### config.mk
export PLATFORM = sky130hd
export DESIGN_NAME = i2c_byte_seq
export DESIGN_NICKNAME = d
export VERILOG_FILES = /design/src/rtl/i2c_byte_seq_pkg.sv /design/src/rtl/i2c_byte_seq_regs.sv /design/src/rtl/i2c_byte_seq_fsm.sv /design/src/rtl/i2c_byte_seq.sv
export SDC_FILE = /design/constraint.sdc
export NUM_CORES = 1
export LEC_CHECK = 0
export BUFFER_PORTS_ARGS = -buffer_cell sky130_fd_sc_hd__buf_2
export CAP_MARGIN = 20
export CORE_UTILIZATION = 40
export DETAILED_ROUTE_END_ITERATION = 6
export GPL_ROUTABILITY_DRIVEN = 0
export PLACE_DENSITY_LB_ADDON = 0.1
export SLEW_MARGIN = 20
export SYNTH_ARGS = -nofsm -noshare
export SYNTH_HDL_FRONTEND = slang
export SYNTH_SLANG_ARGS = --single-unit
### constraint.sdc
create_clock -name clk_i -period 2.2 [get_ports clk_i]
set_input_delay 0.33 -clock clk_i [delete_from_list [all_inputs] [get_ports clk_i]]
set_output_delay 0.33 -clock clk_i [all_outputs]
set_load 0.02 [all_outputs]
### src/rtl/i2c_byte_seq_pkg.sv
package i2c_byte_seq_pkg;
  typedef enum logic [2:0] {
    BC_NOP   = 3'd0,
    BC_START = 3'd1,
    BC_STOP  = 3'd2,
    BC_WRITE = 3'd3,
    BC_READ  = 3'd4
  } bit_cmd_e;

  typedef enum logic [2:0] {
    S_IDLE, S_START, S_BYTE, S_ACK, S_STOP
  } seq_st_e;

  localparam logic [2:0] OFS_PRE_LO = 3'd0;
  localparam logic [2:0] OFS_PRE_HI = 3'd1;
  localparam logic [2:0] OFS_CTRL   = 3'd2;
  localparam logic [2:0] OFS_CMD    = 3'd3;
  localparam logic [2:0] OFS_STAT   = 3'd4;
  localparam logic [2:0] OFS_TX     = 3'd5;
  localparam logic [2:0] OFS_RX     = 3'd6;

  localparam int CMD_STA = 7;
  localparam int CMD_STO = 6;
  localparam int CMD_RD  = 5;
  localparam int CMD_WR  = 4;
  localparam int CMD_ACK = 3;
  localparam int CMD_IACK = 0;

  localparam int ST_RXACK = 7;
  localparam int ST_BUSY  = 6;
  localparam int ST_AL    = 5;
  localparam int ST_TIP   = 1;
  localparam int ST_IRQ   = 0;

  localparam int CTRL_EN = 7;
endpackage

### src/rtl/i2c_byte_seq_regs.sv
module i2c_byte_seq_regs
  import i2c_byte_seq_pkg::*;
#(
  parameter int DATA_W = 8,
  parameter int ADDR_W = 3,
  parameter logic [2*DATA_W-1:0] PRESCALE_RST = '1
) (
  input  logic              clk_i,
  input  logic              rst_ni,
  input  logic [ADDR_W-1:0] addr_i,
  input  logic [DATA_W-1:0] wdata_i,
  input  logic              we_i,
  output logic [DATA_W-1:0] rdata_o,
  input  logic              bus_busy_i,
  input  logic              fin_i,
  input  logic              al_i,
  input  logic              rx_load_i,
  input  logic [DATA_W-1:0] rx_data_i,
  input  logic              rxack_load_i,
  input  logic              rxack_i,
  output logic              op_sta_o,
  output logic              op_sto_o,
  output logic              op_rd_o,
  output logic              op_wr_o,
  output logic              op_ack_o,
  output logic [DATA_W-1:0] txr_o,
  output logic              en_o,
  output logic [2*DATA_W-1:0] prescale_o
);
  logic [DATA_W-1:0] pre_lo_q, pre_hi_q, rx_q;
  logic sta_q, sto_q, rd_q, wr_q, ack_q;
  logic irq_q, al_q, rxack_q, en_q;
  logic wr_cmd, pending, op_acc;

  assign wr_cmd  = we_i && (addr_i == ADDR_W'(OFS_CMD));
  assign pending = sta_q | sto_q | rd_q | wr_q;
  assign op_acc  = wr_cmd && en_q && !pending;

  always_ff @(posedge clk_i or negedge rst_ni) begin
    if (!rst_ni) begin
      {sta_q, sto_q, rd_q, wr_q, ack_q} <= '0;
    end else if (op_acc) begin
      sta_q <= wdata_i[CMD_STA];
      sto_q <= wdata_i[CMD_STO];
      rd_q  <= wdata_i[CMD_RD];
      wr_q  <= wdata_i[CMD_WR];
      ack_q <= wdata_i[CMD_ACK];
    end else if (fin_i || al_i) begin
      {sta_q, sto_q, rd_q, wr_q, ack_q} <= '0;
    end
  end

  always_ff @(posedge clk_i or negedge rst_ni) begin
    if (!rst_ni) begin
      irq_q <= 1'b0;
      al_q  <= 1'b0;
    end else begin
      if (fin_i || al_i) irq_q <= 1'b1;
      else if (wr_cmd && wdata_i[CMD_IACK]) irq_q <= 1'b0;
      if (al_i) al_q <= 1'b1;
      else if (op_acc && wdata_i[CMD_STA]) al_q <= 1'b0;
    end
  end

  always_ff @(posedge clk_i or negedge rst_ni) begin
    if (!rst_ni) begin
      pre_lo_q <= PRESCALE_RST[DATA_W-1:0];
      pre_hi_q <= PRESCALE_RST[2*DATA_W-1:DATA_W];
      en_q     <= 1'b0;
      txr_o    <= '0;
      rx_q     <= '0;
      rxack_q  <= 1'b0;
    end else begin
      if (we_i && !en_q && addr_i == ADDR_W'(OFS_PRE_LO)) pre_lo_q <= wdata_i;
      if (we_i && !en_q && addr_i == ADDR_W'(OFS_PRE_HI)) pre_hi_q <= wdata_i;
      if (we_i && addr_i == ADDR_W'(OFS_CTRL)) en_q <= wdata_i[CTRL_EN];
      if (we_i && addr_i == ADDR_W'(OFS_TX)) txr_o <= wdata_i;
      if (rx_load_i) rx_q <= rx_data_i;
      if (rxack_load_i) rxack_q <= rxack_i;
    end
  end

  always_comb begin
    rdata_o = '0;
    unique case (addr_i)
      ADDR_W'(OFS_PRE_LO): rdata_o = pre_lo_q;
      ADDR_W'(OFS_PRE_HI): rdata_o = pre_hi_q;
      ADDR_W'(OFS_CTRL):   rdata_o[CTRL_EN] = en_q;
      ADDR_W'(OFS_STAT): begin
        rdata_o[ST_RXACK] = rxack_q;
        rdata_o[ST_BUSY]  = bus_busy_i;
        rdata_o[ST_AL]    = al_q;
        rdata_o[ST_TIP]   = pending;
        rdata_o[ST_IRQ]   = irq_q;
      end
      ADDR_W'(OFS_RX):     rdata_o = rx_q;
      default:             rdata_o = '0;
    endcase
  end

  assign op_sta_o   = sta_q;
  assign op_sto_o   = sto_q;
  assign op_rd_o    = rd_q;
  assign op_wr_o    = wr_q;
  assign op_ack_o   = ack_q;
  assign en_o       = en_q;
  assign prescale_o = {pre_hi_q, pre_lo_q};

  assert_irq_on_fin_R8: assert property (@(posedge clk_i) disable iff (!rst_ni)
    fin_i |=> (irq_q && !pending));

  assert_set_wins_R9: assert property (@(posedge clk_i) disable iff (!rst_ni)
    (fin_i && wr_cmd && wdata_i[CMD_IACK]) |=> irq_q);

  assert_pre_frozen_R2: assert property (@(posedge clk_i) disable iff (!rst_ni)
    (en_q && $past(en_q)) |-> $stable(prescale_o));

  assert_al_flag_R10: assert property (@(posedge clk_i) disable iff (!rst_ni)
    al_i |=> (al_q && irq_q && !pending));
endmodule

### src/rtl/i2c_byte_seq_fsm.sv
module i2c_byte_seq_fsm
  import i2c_byte_seq_pkg::*;
#(
  parameter int DATA_W = 8
) (
  input  logic              clk_i,
  input  logic              rst_ni,
  input  logic              en_i,
  input  logic              sta_i,
  input  logic              sto_i,
  input  logic              rd_i,
  input  logic              wr_i,
  input  logic              ack_i,
  input  logic [DATA_W-1:0] txr_i,
  input  logic              bit_done_i,
  input  logic              bit_rxd_i,
  input  logic              bit_al_i,
  output logic [2:0]        bit_cmd_o,
  output logic              bit_txd_o,
  output logic              fin_o,
  output logic              al_o,
  output logic              rx_load_o,
  output logic [DATA_W-1:0] rx_data_o,
  output logic              rxack_load_o,
  output logic              rxack_o
);
  localparam int CNT_W = (DATA_W > 1) ? $clog2(DATA_W) : 1;
  localparam logic [CNT_W-1:0] CNT_LAST = CNT_W'(DATA_W - 1);

  seq_st_e st_q, st_d;
  logic [CNT_W-1:0] cnt_q, cnt_d;
  logic [DATA_W-1:0] sr_q, sr_d;
  logic go, byte_op;

  assign go      = sta_i | sto_i | rd_i | wr_i;
  assign byte_op = rd_i | wr_i;

  always_comb begin
    st_d = st_q;
    cnt_d = cnt_q;
    sr_d = sr_q;
    fin_o = 1'b0;
    al_o = 1'b0;
    rx_load_o = 1'b0;
    rxack_load_o = 1'b0;
    unique case (st_q)
      S_IDLE: if (en_i && go) begin
        if (sta_i) st_d = S_START;
        else if (byte_op) begin
          st_d = S_BYTE; sr_d = txr_i; cnt_d = '0;
        end else st_d = S_STOP;
      end
      S_START: if (bit_done_i) begin
        if (byte_op) begin
          st_d = S_BYTE; sr_d = txr_i; cnt_d = '0;
        end else if (sto_i) st_d = S_STOP;
        else begin st_d = S_IDLE; fin_o = 1'b1; end
      end
      S_BYTE: if (bit_done_i) begin
        sr_d = {sr_q[DATA_W-2:0], bit_rxd_i};
        if (cnt_q == CNT_LAST) begin
          st_d = S_ACK;
          rx_load_o = !wr_i;
        end else cnt_d = cnt_q + 1'b1;
      end
      S_ACK: if (bit_done_i) begin
        rxack_load_o = wr_i;
        if (sto_i) st_d = S_STOP;
        else begin st_d = S_IDLE; fin_o = 1'b1; end
      end
      S_STOP: if (bit_done_i) begin
        st_d = S_IDLE; fin_o = 1'b1;
      end
      default: st_d = S_IDLE;
    endcase
    if (st_q != S_IDLE && bit_al_i) begin
      st_d = S_IDLE;
      al_o = 1'b1;
      fin_o = 1'b0;
      rx_load_o = 1'b0;
      rxack_load_o = 1'b0;
    end
  end

  always_ff @(posedge clk_i or negedge rst_ni) begin
    if (!rst_ni) begin
      st_q  <= S_IDLE;
      cnt_q <= '0;
      sr_q  <= '0;
    end else begin
      st_q  <= st_d;
      cnt_q <= cnt_d;
      sr_q  <= sr_d;
    end
  end

  always_comb begin
    unique case (st_q)
      S_START: bit_cmd_o = BC_START;
      S_STOP:  bit_cmd_o = BC_STOP;
      S_BYTE:  bit_cmd_o = wr_i ? BC_WRITE : BC_READ;
      S_ACK:   bit_cmd_o = wr_i ? BC_READ : BC_WRITE;
      default: bit_cmd_o = BC_NOP;
    endcase
  end

  // released line (1) whenever the master is not driving data
  assign bit_txd_o = (st_q == S_BYTE && wr_i) ? sr_q[DATA_W-1] :
                     (st_q == S_ACK && !wr_i) ? ack_i : 1'b1;
  assign rx_data_o = {sr_q[DATA_W-2:0], bit_rxd_i};
  assign rxack_o   = bit_rxd_i;

  assert_busy_pending_R3: assert property (@(posedge clk_i) disable iff (!rst_ni)
    (st_q != S_IDLE) |-> go);

  assert_cmd_held_R4: assert property (@(posedge clk_i) disable iff (!rst_ni)
    (bit_cmd_o != BC_NOP && !bit_done_i && !bit_al_i) |=> $stable(bit_cmd_o));

  assert_ack_after_last_R6: assert property (@(posedge clk_i) disable iff (!rst_ni)
    (st_q == S_ACK && $past(st_q) == S_BYTE) |-> ($past(cnt_q) == CNT_LAST));

  assert_al_abort_R10: assert property (@(posedge clk_i) disable iff (!rst_ni)
    (bit_al_i && st_q != S_IDLE) |=> (bit_cmd_o == BC_NOP));
endmodule

### src/rtl/i2c_byte_seq.sv
module i2c_byte_seq
  import i2c_byte_seq_pkg::*;
#(
  parameter int DATA_W = 8,
  parameter int ADDR_W = 3,
  parameter logic [2*DATA_W-1:0] PRESCALE_RST = '1
) (
  input  logic                clk_i,
  input  logic                rst_ni,
  input  logic [ADDR_W-1:0]   addr_i,
  input  logic [DATA_W-1:0]   wdata_i,
  input  logic                we_i,
  output logic [DATA_W-1:0]   rdata_o,
  input  logic                bus_busy_i,
  input  logic                bit_done_i,
  input  logic                bit_rxd_i,
  input  logic                bit_al_i,
  output logic [2:0]          bit_cmd_o,
  output logic                bit_txd_o,
  output logic                core_en_o,
  output logic [2*DATA_W-1:0] prescale_o
);
  logic sta, sto, rd, wr, ack, en;
  logic fin, al, rx_load, rxack_load, rxack;
  logic [DATA_W-1:0] txr, rx_data;

  i2c_byte_seq_regs #(
    .DATA_W(DATA_W), .ADDR_W(ADDR_W), .PRESCALE_RST(PRESCALE_RST)
  ) i_regs (
    .clk_i, .rst_ni, .addr_i, .wdata_i, .we_i, .rdata_o, .bus_busy_i,
    .fin_i(fin), .al_i(al), .rx_load_i(rx_load), .rx_data_i(rx_data),
    .rxack_load_i(rxack_load), .rxack_i(rxack),
    .op_sta_o(sta), .op_sto_o(sto), .op_rd_o(rd), .op_wr_o(wr), .op_ack_o(ack),
    .txr_o(txr), .en_o(en), .prescale_o
  );

  i2c_byte_seq_fsm #(.DATA_W(DATA_W)) i_fsm (
    .clk_i, .rst_ni, .en_i(en),
    .sta_i(sta), .sto_i(sto), .rd_i(rd), .wr_i(wr), .ack_i(ack), .txr_i(txr),
    .bit_done_i, .bit_rxd_i, .bit_al_i, .bit_cmd_o, .bit_txd_o,
    .fin_o(fin), .al_o(al), .rx_load_o(rx_load), .rx_data_o(rx_data),
    .rxack_load_o(rxack_load), .rxack_o(rxack)
  );

  assign core_en_o = en;
endmodule

Word level (Yosys, flattened, before mapping)
Index checks and enable logic that the tools add are counted.

Flip-flop bits (word level): 55. Input bits: 18. Output and inout port bits: 29. Word-level logic and storage cells: 130.

Add/subtract/negate cells: 1. Equality and inequality tests: 22. Muxes and demuxes: 59. Bitwise gates (word level): 4. Reduce and logical (&&, ||, !) cells: 28.

Operators with widths (number): $mux W3 (19); $mux W8 (5); $mux W1 (26); $pmux W8 S3 (1); $pmux W3 S3 (2); $pmux W2 S4 (2); $eq A3 B3 Y1 const B (5); $pmux W3 S5 (1); $logic_and A1 B1 Y1 (14); $eq A3 B2 Y1 const B (4); $ne A3 B2 Y1 const B (4); $pmux W3 S4 (1); $reduce_and A6 Y1 (2); $ne A2 B2 Y1 const B (4); $eq A3 B1 Y1 const B (2); $logic_not A3 Y1 (2); $ne A3 B1 Y1 const B (2); $reduce_bool A2 Y1 (3); $reduce_bool A3 Y1 (2); $pmux W1 S5 (1); $reduce_and A5 Y1 (1); $or A1 B1 Y1 (4); $add A3 B1 Y3 const B (1); $logic_not A1 Y1 (3); other kinds (3) (3).

Logic depth before layout (Yosys ltp)
Gate-level depths: netlist (run 1).

Depth in word-level cells: 8. Gate-level depth with buffers: 6. Depth with buffers taken out: 5.

By module
Synthesis (run 1) repeated with hierarchy kept, for this count alone.

Cell total of the unflattened synthesis: 248. Area total of the unflattened synthesis: 2959.1 um2.

By module, submodules not included: i2c_byte_seq_regs (times used 1, cells each 134, area each 1889.3 um2, seq. area each 1046.0 um2); i2c_byte_seq_fsm (times used 1, cells each 114, area each 1069.8 um2, seq. area each 350.3 um2).

Worst setup path after synthesis (run 1)
No wires, ideal clock.

Kind: input to output. Start point: input addr_i[1]. End point: output rdata_o[2]. Arrival time: 1.358 ns. Required time: 1.870 ns. Setup slack: 0.512 ns. Cell stages on the path: 3. Path buffers: 1. Path through: clkbuf_1 -> or2_2 -> o21ai_0.

Longest elaborated chain between the ends: 2. Elaborated cells on any way between the ends: 4. Classes of those cells: eq/ne: 2; mux: 1; reduce/logical: 1.

Ends and longest elaborated chain: start: declaration (RTL line i2c_byte_seq.sv:10) `input logic [ADDR_W-1:0] addr_i,`; $eq A3 B3 Y1, or another cell as far along (RTL line i2c_byte_seq_regs.sv:85) `unique case (addr_i)`; $pmux W3 S3 * (RTL line i2c_byte_seq_regs.sv:85); end: declaration (RTL line i2c_byte_seq.sv:13) `output logic [DATA_W-1:0] rdata_o,`.

Every way passes the cells marked *; elsewhere a longest branch is shown, timed or not.

Worst setup path after layout (run 1)
Start point: register i_regs.rd_q (netlist: i_regs.op_rd_o). End point: output rdata_o[1].

Longest elaborated chain between the ends: 3.

Ends and longest elaborated chain: start: declaration (RTL line i2c_byte_seq_regs.sv:31) `logic sta_q, sto_q, rd_q, wr_q, ack_q;`; start signal: assignment (RTL line i2c_byte_seq_regs.sv:45) `rd_q <= wdata_i[CMD_RD];`; $or A1 B1 Y1 (2 in a row) (RTL line i2c_byte_seq_regs.sv:36) `assign pending = sta_q | sto_q | rd_q | wr_q;`; $pmux W2 S4 (RTL line i2c_byte_seq_regs.sv:85).

No other way between the ends.

==> summary.txt, run 1 <==
Logic synthesis
  • Fraction of the yosys area taken by sequential cells: 49.5%
  • Area share of the largest cell type after synthesis: 34.6%
  • Ys Warns: 0
  • Count leader, synth: mux2_2
  • Post-synth top flop: dfrtp_1
  • FFs w/ async S/R, synth: 100%
  • Syn avg cell area: 12.1 um^2
  • Ranking of synthesized cells by area: dfrtp_1, mux2_2, dfstp_2, mux2i_1, mux2_4
  • Yosys reg bits: 55
  • Synthesized area: 2820 um^2
  • Post-Syn Nets: 254
  • Top cells by count, synth: mux2_2, dfrtp_1, dfstp_2, nor2_1, nand2_1
  • Area leader, netlist: dfrtp_1
  • Syn Inst Count: 234
  • Number of synthesized flops with an enable pin: 0
  • Synth unique cells: 43

STA
  • WHS: -0.0108 ns
  • Slew margin rel.: 62.4%
  • RSZ-0062 raised after global routing: no
  • Setup TNS: 0 ns
  • Final period utilization: 94.9%
  • Min Tclk post-route: 2.09 ns
  • Fmax: 0.479 GHz
  • Final setup violation count: 0
  • Final Hold Viols: 10
  • Clock Skew: 0.00829 ns
  • Slew @ Worst Pin: 0.557 ns
  • Fin. max-slew vios: 0

Worst setup path
  • Critical Path AT: 1.76 ns
  • RR Startpoint: i_fsm.st_q[1]
  • Crit path kind: register to primary output
  • Reg2reg path depth: 5
  • Setup crit start kind: register
  • Crit path required time: 1.87 ns
  • Worst path top cell family by delay: simple AND/OR/NAND/NOR gates
  • Max incr delay on CP: 0.47 ns
  • Crit end category: primary output
  • Setup slack, reg-to-reg: 0.30 ns
  • Crit path max fanout: 5
  • Worst path slowest cell: dfrtp_1
  • CP Cell Sequence: nor4_2, nor2_1, a21oi_1, o22ai_1, buf_2
  • Worst Path Buf+Inv: 1
  • Crit path from: i_regs.op_rd_o
  • Terminus of the critical flop-to-flop path: i_fsm.sr_q[0]

Min path
  • Worst hold path type: input pin to async pin

Clock network
  • Clock root buffer: clkbuf_8
  • Num CTS Buffers: 5
  • Hold-fix buffers at CTS: 0
  • CTS sink count: 55
  • # H-tree levels: 2
  • Clk buf depth: 2
  • CTS tree: done
  • Clock Pin Slew Worst Setup and Hold Paths: 0.10 ns
  • Worst-skew pair later-pin latency: 0.31 ns
  • Post-cts sizing count: 0
  • Setup Fix Bufs, Post-CTS: 0

Die
  • Die area: 7400 um^2
  • Initial Utilization: 41.5%
  • Top Ports: 47
  • Number of cell rows: 30
  • Vert. Die Dim: 86.0 um
  • Die Width: 86.0 um
  • Core box area: 6790 um^2

GRT
  • Initial antenna violation count: 0
  • Total GRT Usage: 19.1%
  • Largest net degree at the start of global routing: 56
  • Vias in the first global route: 2044
  • First-pass GRT wire length: 10800 um
  • Total gr overflow: 0

Drt
  • Initial DRC Count: 90
  • Routed WL: 6370 um
  • Via count: 1987
  • Vias per std cell: 5.26
  • Remaining DRCs: 0
  • Routed Antenna Nets: 0
  • 1st-pass router iterations: 4
  • Routed wire per std cell: 16.8 um

Power and ir drop
  • Pwr dens: 1060 nW/um^2
  • Worst IR Drop VDD: 0.454 mV
  • LEAKAGE: 0.00151 uW

Finish
  • Layout cells sized above 1: 47.2%
  • Fin nets: 301
  • Area delta synth->final: 15.7%
  • Antenna cells: 0

Run status
  • Outcome: complete, but fails checks
  • Failing checks: negative hold slack

Run
  • Number of max-cap violations: 0

Placement
  • Port buffer count: 46
  • HPWL after detailed placement: 4510 um
[final cells by class]
| cell class | instances | area (um^2) |
|---|---|---|
| flip-flops and latches | 55 | 1400 |
| fillers | 649 | 3530 |
| clock buffers | 8 | 100 |
| well taps | 96 | 120 |
| multi-input cells | 163 | 1350 |
| repair buffers | 52 | 288 |
| inverters | 4 | 15.0 |
[routing by layer]
layer | track usage [%] | vias to the layer above | wire length, um
li1 | - | 949 | -
met1 | 26.6 | 1001 | 3060
met2 | 30.3 | 30 | 3040
met3 | 3.66 | 7 | 200
met4 | 5.15 | 0 | 70
met5 | 0 | - | 0
[cells in the final DEF, fill, tap and decap left out, drive strengths merged, types with 2 or more instances in the layout]
cell type / Yosys / final
buf: 9 / 52
mux2: 50 / 50
dfrtp: 39 / 39
nor2: 16 / 16
dfstp: 16 / 16
nand2: 15 / 15
mux2i: 11 / 11
o21ai: 11 / 11
a22o: 8 / 8
clkbuf: 3 / 8
nor3b: 5 / 5
o22ai: 5 / 5
a31oi: 4 / 4
inv: 4 / 4
a21oi: 3 / 3
nor3: 3 / 3
a32oi: 3 / 3
xor2: 2 / 2
nand2b: 2 / 2
nand3b: 2 / 2
or3: 2 / 2
and3: 2 / 2
nand4: 2 / 2
nor2b: 2 / 2
ha: 2 / 2
[worst register-to-register path, delay by kind of cell (launching register included)]
kind | cells | cell delay, ns
AO/OA/AOI/OAI | 2 | 0.32
buffers and inverters | 1 | 0.25
flip-flops | 1 | 0.51
multiplexers | 1 | 0.35
AND/OR/NAND/NOR | 1 | 0.36
[power by group]
part / switching, uW / leakage (uW) / internal (uW) / total, uW
logic: 618 / 0.000791 / 643 / 1260
clock network: 337 / 0.0000515 / 289 / 625
registers: 241 / 0.000667 / 1330 / 1570
total: 1200 / 0.00151 / 2260 / 3460
[how the worst max path moves through the flow]
stage	end	slack [ns]	depth (start not counted)
detailed placement	i_fsm.sr_q[0]	0.34	5
floorplan	rdata_o[2]	0.51	3
CTS	rdata_o[1]	0.09	5
global route	rdata_o[1]	0.003	5
finish	rdata_o[1]	0.11	5
global placement	i_fsm.sr_q[0]	0.37	5
[flip-flops by register name, indices dropped and copies added (netlist names), 3 cells and up]
register	cells
i_regs.pre_hi_q	8
i_regs.pre_lo_q	8
i_regs.txr_o	8
i_fsm.sr_q	8
i_regs.rx_q	8
i_fsm.st_q	3
i_fsm.cnt_q	3
[kinds of logic after synthesis]
logic type	after synthesis	synth area share (%)
buffers and inverters	16	2.84
flip-flops	55	49.5
adder cells (fa/ha/maj)	2	0.886
multiplexers	61	24.8
XOR/XNOR	2	0.621
AND/OR/NAND/NOR	59	11.3
AO/OA/AOI/OAI	39	10.1
[stage by stage]
step	std cells	setup slack, ns	total power, uW	area [um^2]	utilization (%)
finish	378	0.112	3460	3270	48.1
floorplan	234	0.512	2510	2820	-
global route	378	0.00344	3700	3270	48.1
detailed placement	370	0.340	2870	3170	46.6
global placement	370	0.366	2850	3170	46.6
CTS	378	0.0861	3500	3270	48.1
Note: power is estimated with default switching activity, not from simulation.
==> inputs of run 2 (changes only) <==
ABC_AREA = 1   (was not set)
==> run 2 against run 1 <==
Clock power fell by 4.6%. Final cell count rose by 32%. Global-route usage rose by 1.0 points. Area after synthesis did not move. The flow now finishes without violations. Via count rose by 24%. Highest routed layer unchanged. Critical path type unchanged. Clock skew barely moved.
==> summary.txt, run 2 <==
Worst setup path
  • Crit path required time: 1.87 ns (about the same)
  • Critical Path AT: 1.63 ns (-0.13 ns)
  • Crit path kind: register to primary output
  • Setup crit start kind: register
  • Max incr delay on CP: 0.45 ns (-0.02 ns)
  • CP Cell Sequence: inv_2, nand2_1, nor2_1, buf_4, nand2_1, o21ai_0, buf_2
  • Critical Path Most Common Cell: nand2_1
  • Worst path slowest cell: dfrtp_1
  • Crit end category: primary output
  • Crit path max fanout: 12 (+7)

Clock network
  • Clock root buffer: clkbuf_8
  • Clock Pin Slew Worst Setup and Hold Paths: 0.11 ns (about the same)
  • CTS tree: done
  • Clk buf depth: 2 (unchanged)
  • Setup Fix Bufs, Post-CTS: 0 (unchanged)
  • # H-tree levels: 2 (unchanged)
  • CTS sink count: 55 (unchanged)
  • Num CTS Buffers: 5 (unchanged)
  • Worst-skew pair later-pin latency: 0.32 ns (about the same)

Logic synthesis
  • Post-synth top flop: dfrtp_1
  • Syn avg cell area: 7.95 um^2 (-34%)
  • Number of synthesized flops with an enable pin: 0 (unchanged)
  • Post-Synth XOR/XNOR Area: 0% (-0.62 points)
  • Top cells by count, synth: nand2_1, o21ai_0, dfrtp_1
  • Syn Inst Count: 355 (+52%)
  • Post-Syn Nets: 375 (+48%)
  • Ys Warns: 0 (unchanged)
  • Ranking of synthesized cells by area: dfrtp_1, nand2_1, dfstp_2, o21ai_0, nand3_1
  • Post-Synth Simple-Gate Area: 31.7% (+20 points)
  • Fraction of the yosys area taken by sequential cells: 49.5% (unchanged)
  • Adder-Cell Fraction of Synth Area: 0.887% (unchanged)
  • Yosys reg bits: 55 (unchanged)
  • FFs w/ async S/R, synth: 100% (unchanged)
  • Synthesized area: 2820 um^2 (unchanged)
  • Mux cell area share after synthesis: 0% (-25 points)
  • Area share of the largest cell type after synthesis: 34.6% (unchanged)
  • Main combinational cell family by area after synthesis: simple AND/OR/NAND/NOR gates
  • Synth unique cells: 25 (-42%)
  • Compound-Gate Fraction of Synth Area: 11.2% (+1.2 points)
  • Count leader, synth: nand2_1
  • Area leader, netlist: dfrtp_1

GRT
  • Initial antenna violation count: 0 (unchanged)
  • First-pass GRT wire length: 11600 um (+6.9%)
  • Vias in the first global route: 2332 (+14%)
  • Total GRT Usage: 20.1% (+1.0 points)
  • Largest net degree at the start of global routing: 56 (unchanged)
  • Total gr overflow: 0 (unchanged)

Power and ir drop
  • Pwr dens: 1090 nW/um^2 (+3.1%)
  • Worst IR Drop VDD: 0.427 mV (-6.0%)
  • LEAKAGE: 0.00167 uW (+11%)

Die
  • Initial Utilization: 41.5% (unchanged)
  • Core box area: 6790 um^2 (unchanged)
  • Die area: 7400 um^2 (unchanged)
  • Top Ports: 47 (unchanged)
  • Vert. Die Dim: 86.0 um (unchanged)
  • Number of cell rows: 30 (unchanged)
  • Die Width: 86.0 um (unchanged)

Drt
  • Initial DRC Count: 143 (+59%)
  • Routed wire per std cell: 13.7 um (-19%)
  • Remaining DRCs: 0 (unchanged)
  • Routed Antenna Nets: 0 (unchanged)
  • Vias per std cell: 4.93 (-6.3%)
  • Routed WL: 6830 um (+7.3%)
  • 1st-pass router iterations: 4 (unchanged)
  • Via count: 2464 (+24%)

Finish
  • Antenna cells: 0 (unchanged)
  • Area delta synth->final: 15.6% (about the same)
  • Most frequent cells in the layout: nand2_1, buf_2, o21ai_0
  • Layout cells sized above 1: 26.0% (-21 points)
  • Final std cells w/o fill: 500 (+32%)
  • Fin nets: 423 (+41%)
  • Commonest non-fill, non-tap cell in the layout: nand2_1

Min path
  • Worst hold path type: input pin to register

Run status
  • Outcome: completed

STA
  • Setup slack after layout: 0.240 ns (+0.128 ns)
  • Setup TNS: 0 ns (unchanged)
  • Min Tclk post-route: 1.96 ns (-0.128 ns)
  • RSZ-0062 raised after global routing: no
  • Fmax: 0.510 GHz (+6.5%)
  • WHS: 0.222 ns (+0.233 ns)
  • Slew margin rel.: 59.3% (-3.1 points)
  • Slew @ Worst Pin: 0.609 ns (+0.0525 ns)
  • Final setup violation count: 0 (unchanged)
  • Final Hold Viols: 0 (-10)
  • Fin. max-slew vios: 0 (unchanged)
  • Clock Skew: 0.00784 ns (-0.000456 ns)
  • Final period utilization: 89.1% (-5.8 points)

Placement
  • Setup WS pre-CTS: 0.489 ns (+0.149 ns)
  • Port buffer count: 46 (unchanged)
  • Placed insts: 491 (+33%)
  • HPWL after detailed placement: 5170 um (+14%)

Run
  • Number of max-cap violations: 0 (unchanged)
## run 2: kinds of logic (layout without fill, tap and decap cells)
| family | after synthesis | in the layout |
|---|---|---|
| compound gates | 56 | 56 |
| flops | 55 | 55 |
| buf+inv | 43 | 92 |
| fa+ha+maj | 2 | 2 |
| simple gates | 199 | 199 |
## run 2: path summary, 6_finish.rpt
path,from,to,slack (ns),cells after the start
setup / recovery,i_fsm.st_q[2],bit_cmd_o[2],0.24,7
hold / removal,wdata_i[6],i_regs.op_sto_o,0.22,3
setup reg to reg,i_fsm.st_q[2],i_fsm.sr_q[6],0.59,8
hold reg to reg,i_regs.rx_q[3],i_regs.rx_q[3],0.48,2
max in group asynchronous,rst_ni,i_regs.pre_lo_q[2],1.37,3
min in group asynchronous,rst_ni,i_regs.en_o,0.53,3
## run 2: what timing repair did
action | 4_1_cts | 5_1_grt
gates resized for setup | 0 | 1
endpoints found under the setup margin | 0 | 1
hold buffers | 1 | 0
endpoints found under the hold margin | 5 | 0
## run 2: final cells by class
| class | instances | area (um^2) |
|---|---|---|
| Multi-Input combinational cell | 257 | 1240 |
| Sequential cell | 55 | 1400 |
| Inverter | 33 | 124 |
| Timing Repair Buffer | 51 | 283 |
| Clock buffer | 5 | 68.8 |
| Fill cell | 692 | 3530 |
| Tap cell | 96 | 120 |
| Clock inverter | 3 | 27.5 |
## run 2: worst max-delay path: cells and delay by family, from the launching register on
| kind | cells | cell delay [ns] |
|---|---|---|
| buffers and inverters | 3 | 0.56 |
| flip-flops | 1 | 0.45 |
| AND/OR/NAND/NOR | 3 | 0.22 |
| AO/OA/AOI/OAI | 1 | 0.10 |
## run 2: report_power, final
group / internal, uW / switching [uW] / total [uW]
clock: 235 / 362 / 596
combinational: 473 / 955 / 1430
sequential: 1320 / 222 / 1540
total: 2030 / 1540 / 3570
## run 2: layer usage
metal  share of wire [%]  routed length [um]  vias up  GRT usage, %
met1                  48                3280     1149          28.6
met2                  47                3240       55          32.1
li1                    -                   -     1256             -
met5                   0                   0        -             0
met3                 3.9                 266        4          3.46
met4                0.69                  47        0          4.24
## run 2: per-stage QoR
step / total power [uW] / area [um^2] / utilization [%]
after detailed placement: 2970 / 3150 / 46.4
after floorplan: 2580 / 2820 / -
final: 3570 / 3260 / 48.0
after CTS: 3580 / 3260 / 47.9
after global routing: 3850 / 3260 / 48.0
after global placement: 2970 / 3150 / 46.4
==> inputs of run 3 (changes only) <==
MAX_ROUTING_LAYER = met4   (was not set)
RECOVER_POWER = 25   (was not set)
TNS_END_PERCENT = 100   (was not set)
==> run 3 against run 2 <==
Final area decreased by 0.46%. Power is essentially flat. Largest cell class unchanged. Clock skew rose by 0.0031 ns. Fmax barely moved. Sequential power about the same. Via count up 0.16%. Critical endpoint unchanged. Sequential share of layout area grew 0.20 points. Register-to-register slack hardly changed. Hold slack lost 0.0019 ns. Non-clock buffer count is the same. Count of clock-buffer cells in the layout stayed put.
==> summary.txt, run 3 (same netlist as run 2, synthesis figures left out) <==
Finish
  • Fin nets: 423 (unchanged)
  • Commonest non-fill, non-tap cell in the layout: nand2_1
  • Area delta synth->final: 15.1%
  • Most frequent cells in the layout: nand2_1, buf_2, o21ai_0
  • Antenna cells: 0 (unchanged)
  • Layout cells sized above 1: 26.0% (unchanged)
  • Fill count: 694 (+0.29%)

Clock network
  • # H-tree levels: 2 (unchanged)
  • CTS tree: done
  • Clock root buffer: clkbuf_8
  • Worst-skew pair later-pin latency: 0.32 ns (about the same)
  • Num CTS Buffers: 5 (unchanged)
  • Clock Pin Slew Worst Setup and Hold Paths: 0.11 ns (about the same)
  • CTS sink count: 55 (unchanged)
  • Clk buf depth: 2 (unchanged)

Die
  • Top Ports: 47 (unchanged)
  • Die Width: 86.0 um (unchanged)
  • Number of cell rows: 30 (unchanged)
  • Core box area: 6790 um^2 (unchanged)
  • Initial Utilization: 41.5% (unchanged)
  • Die area: 7400 um^2 (unchanged)
  • Vert. Die Dim: 86.0 um (unchanged)

Power and ir drop
  • Combinational cell fraction of total power: 40.0% (about the same)
  • Psw: 1540 uW (about the same)
  • Total power: 3560 uW (about the same)
  • Sw frac: 43.2% (+0.044 points)
  • Worst IR Drop VDD: 0.428 mV (+0.18%)
  • Flop pwr share: 43.3% (about the same)
  • Clk network pwr share: 16.7% (about the same)
  • LEAKAGE: 0.00167 uW (-0.31%)
  • Pwr dens: 1100 nW/um^2 (+0.38%)
  • Pint: 2020 uW (-0.16%)

STA
  • Min Tclk post-route: 1.96 ns (+0.00188 ns)
  • Fin. max-slew vios: 0 (unchanged)
  • RSZ-0062 raised after global routing: no
  • Final period utilization: 89.2% (about the same)
  • Slew margin rel.: 9.10% (-50 points)
  • Final setup violation count: 0 (unchanged)
  • Setup TNS: 0 ns (unchanged)
  • Setup slack after layout: 0.238 ns (-0.00188 ns)
  • Clock Skew: 0.0109 ns (+0.00310 ns)
  • Slew @ Worst Pin: 1.36 ns (+0.754 ns)
  • Final Hold Viols: 0 (unchanged)
  • Fmax: 0.510 GHz (about the same)
  • WHS: 0.220 ns (-0.00188 ns)

Worst setup path
  • CP Cell Sequence: inv_2, nand2_1, nor2_1, buf_4, nand2_1, o21ai_0, buf_2
  • Critical Path AT: 1.63 ns (about the same)
  • Reg2reg path depth: 8 (unchanged)
  • Setup slack, reg-to-reg: 0.58 ns (about the same)
  • Crit path from: i_fsm.st_q[2]
  • Crit end category: primary output
  • Crit path max fanout: 12 (unchanged)
  • RR Startpoint: i_fsm.st_q[2]
  • Critical Path Most Common Cell: nand2_1
  • Crit path kind: register to primary output
  • Setup crit start kind: register
  • Terminus of the critical flop-to-flop path: i_fsm.sr_q[6]
  • Crit path required time: 1.87 ns (about the same)
  • Worst path slowest cell: dfrtp_1
  • Worst Setup EP: bit_cmd_o[2]
  • Max incr delay on CP: 0.45 ns (about the same)

Run status
  • Outcome: completed

GRT
  • Largest net degree at the start of global routing: 56 (unchanged)
  • Met3 GRT Util: 3.27% (-0.19 points)
  • Total GRT Usage: 20.7% (+0.59 points)
  • Vias in the first global route: 2341 (+0.39%)
  • Initial antenna violation count: 0 (unchanged)
  • Global Route met1 Usage: 28.7% (+0.061 points)
  • First-pass GRT wire length: 11600 um (-0.12%)
  • GR met2 Demand/Resource: 32.1% (unchanged)
  • Busiest grt layer: met2
  • Total gr overflow: 0 (unchanged)

Min path
  • Worst hold path type: input pin to register
  • HP Start: wdata_i[6]

Drt
  • 1st-pass router iterations: 4 (unchanged)
  • Initial DRC Count: 135 (-5.6%)
  • Routed WL: 6860 um (+0.37%)
  • Remaining DRCs: 0 (unchanged)
  • Routed Antenna Nets: 0 (unchanged)
  • Vias per std cell: 4.94 (+0.16%)
  • Routed wire per std cell: 13.7 um (+0.37%)
  • Via count: 2468 (+0.16%)

Placement
  • HPWL after detailed placement: 5170 um (unchanged)
  • Setup WS pre-CTS: 0.489 ns (unchanged)
  • Port buffer count: 46 (unchanged)

Run
  • Number of max-cap violations: 0 (unchanged)
-- run 3: cell types whose count changed in the layout (fill, tap and decap cells not counted), sizes merged --
cell / previous run / this run
clkbuf: 5 / 6
buf: 50 / 49
-- run 3: through the flow --
stage / cell area [um^2] / utilization, % / instances
finish: 3250 / 47.8 / 500
global route: 3250 / 47.8 / 500
CTS: 3260 / 47.9 / 500
detailed placement: 3150 / 46.4 / 491
global placement: 3150 / 46.4 / 491
floorplan: 2820 / - / 355
-- run 3: how the worst min path moves through the flow --
| stage | to | slack [ns] | depth (start not counted) |
|---|---|---|---|
| 6_report | i_regs.op_sto_o | 0.22 | 3 |
| 5_1_grt | i_regs.op_sto_o | 0.25 | 3 |
| 3_5_place_dp | i_regs.en_o | 0.35 | 2 |
| 2_1_floorplan | i_fsm.cnt_q[0] | 0.03 | 0 |
| 4_1_cts | i_regs.op_sto_o | 0.22 | 3 |
| 3_3_place_gp | i_regs.en_o | 0.35 | 2 |
-- run 3: layer usage --
layer	up-vias	part of all wire [%]
met3	4	3.6
met2	55	48
met4	0	0.54
met1	1155	48
met5	-	0
li1	1254	-
-- run 3: power groups by stage --
| stage | sequential, uW | combinational [uW] | clock (uW) |
|---|---|---|---|
| floorplan | 1600 | 976 | 0 |
| global placement | 1550 | 1410 | 0 |
| detailed placement | 1560 | 1420 | 0 |
| CTS | 1540 | 1420 | 621 |
| global route | 1580 | 1610 | 660 |
| finish | 1540 | 1430 | 596 |
-- run 3: cell type report --
class                           count  area [um^2]  share of cell area (%)
Sequential cell                    55         1400                    43.0
Multi-Input combinational cell    257         1240                    38.3
Timing Repair Buffer               51          268                    8.24
Inverter                           33          124                    3.81
Tap cell                           96          120                    3.70
Clock buffer                        5         68.8                    2.12
Clock inverter                      3         27.5                   0.847
-- run 3: critical path: cells and delay by family (launching register included) --
family	cells	cell delay (ns)
buffers and inverters	3	0.56
DFF	1	0.45
and+or+nand+nor	3	0.22
AOI/OAI and AO/OA	1	0.09
-- run 3: what timing repair did --
action / 4_1_cts / 5_1_grt
hold endpoints to repair: 5 / 0
endpoints found under the setup margin: 0 / 1
buffers inserted: 0 / 0
hold buffers: 1 / 0
resized for setup: 0 / 1
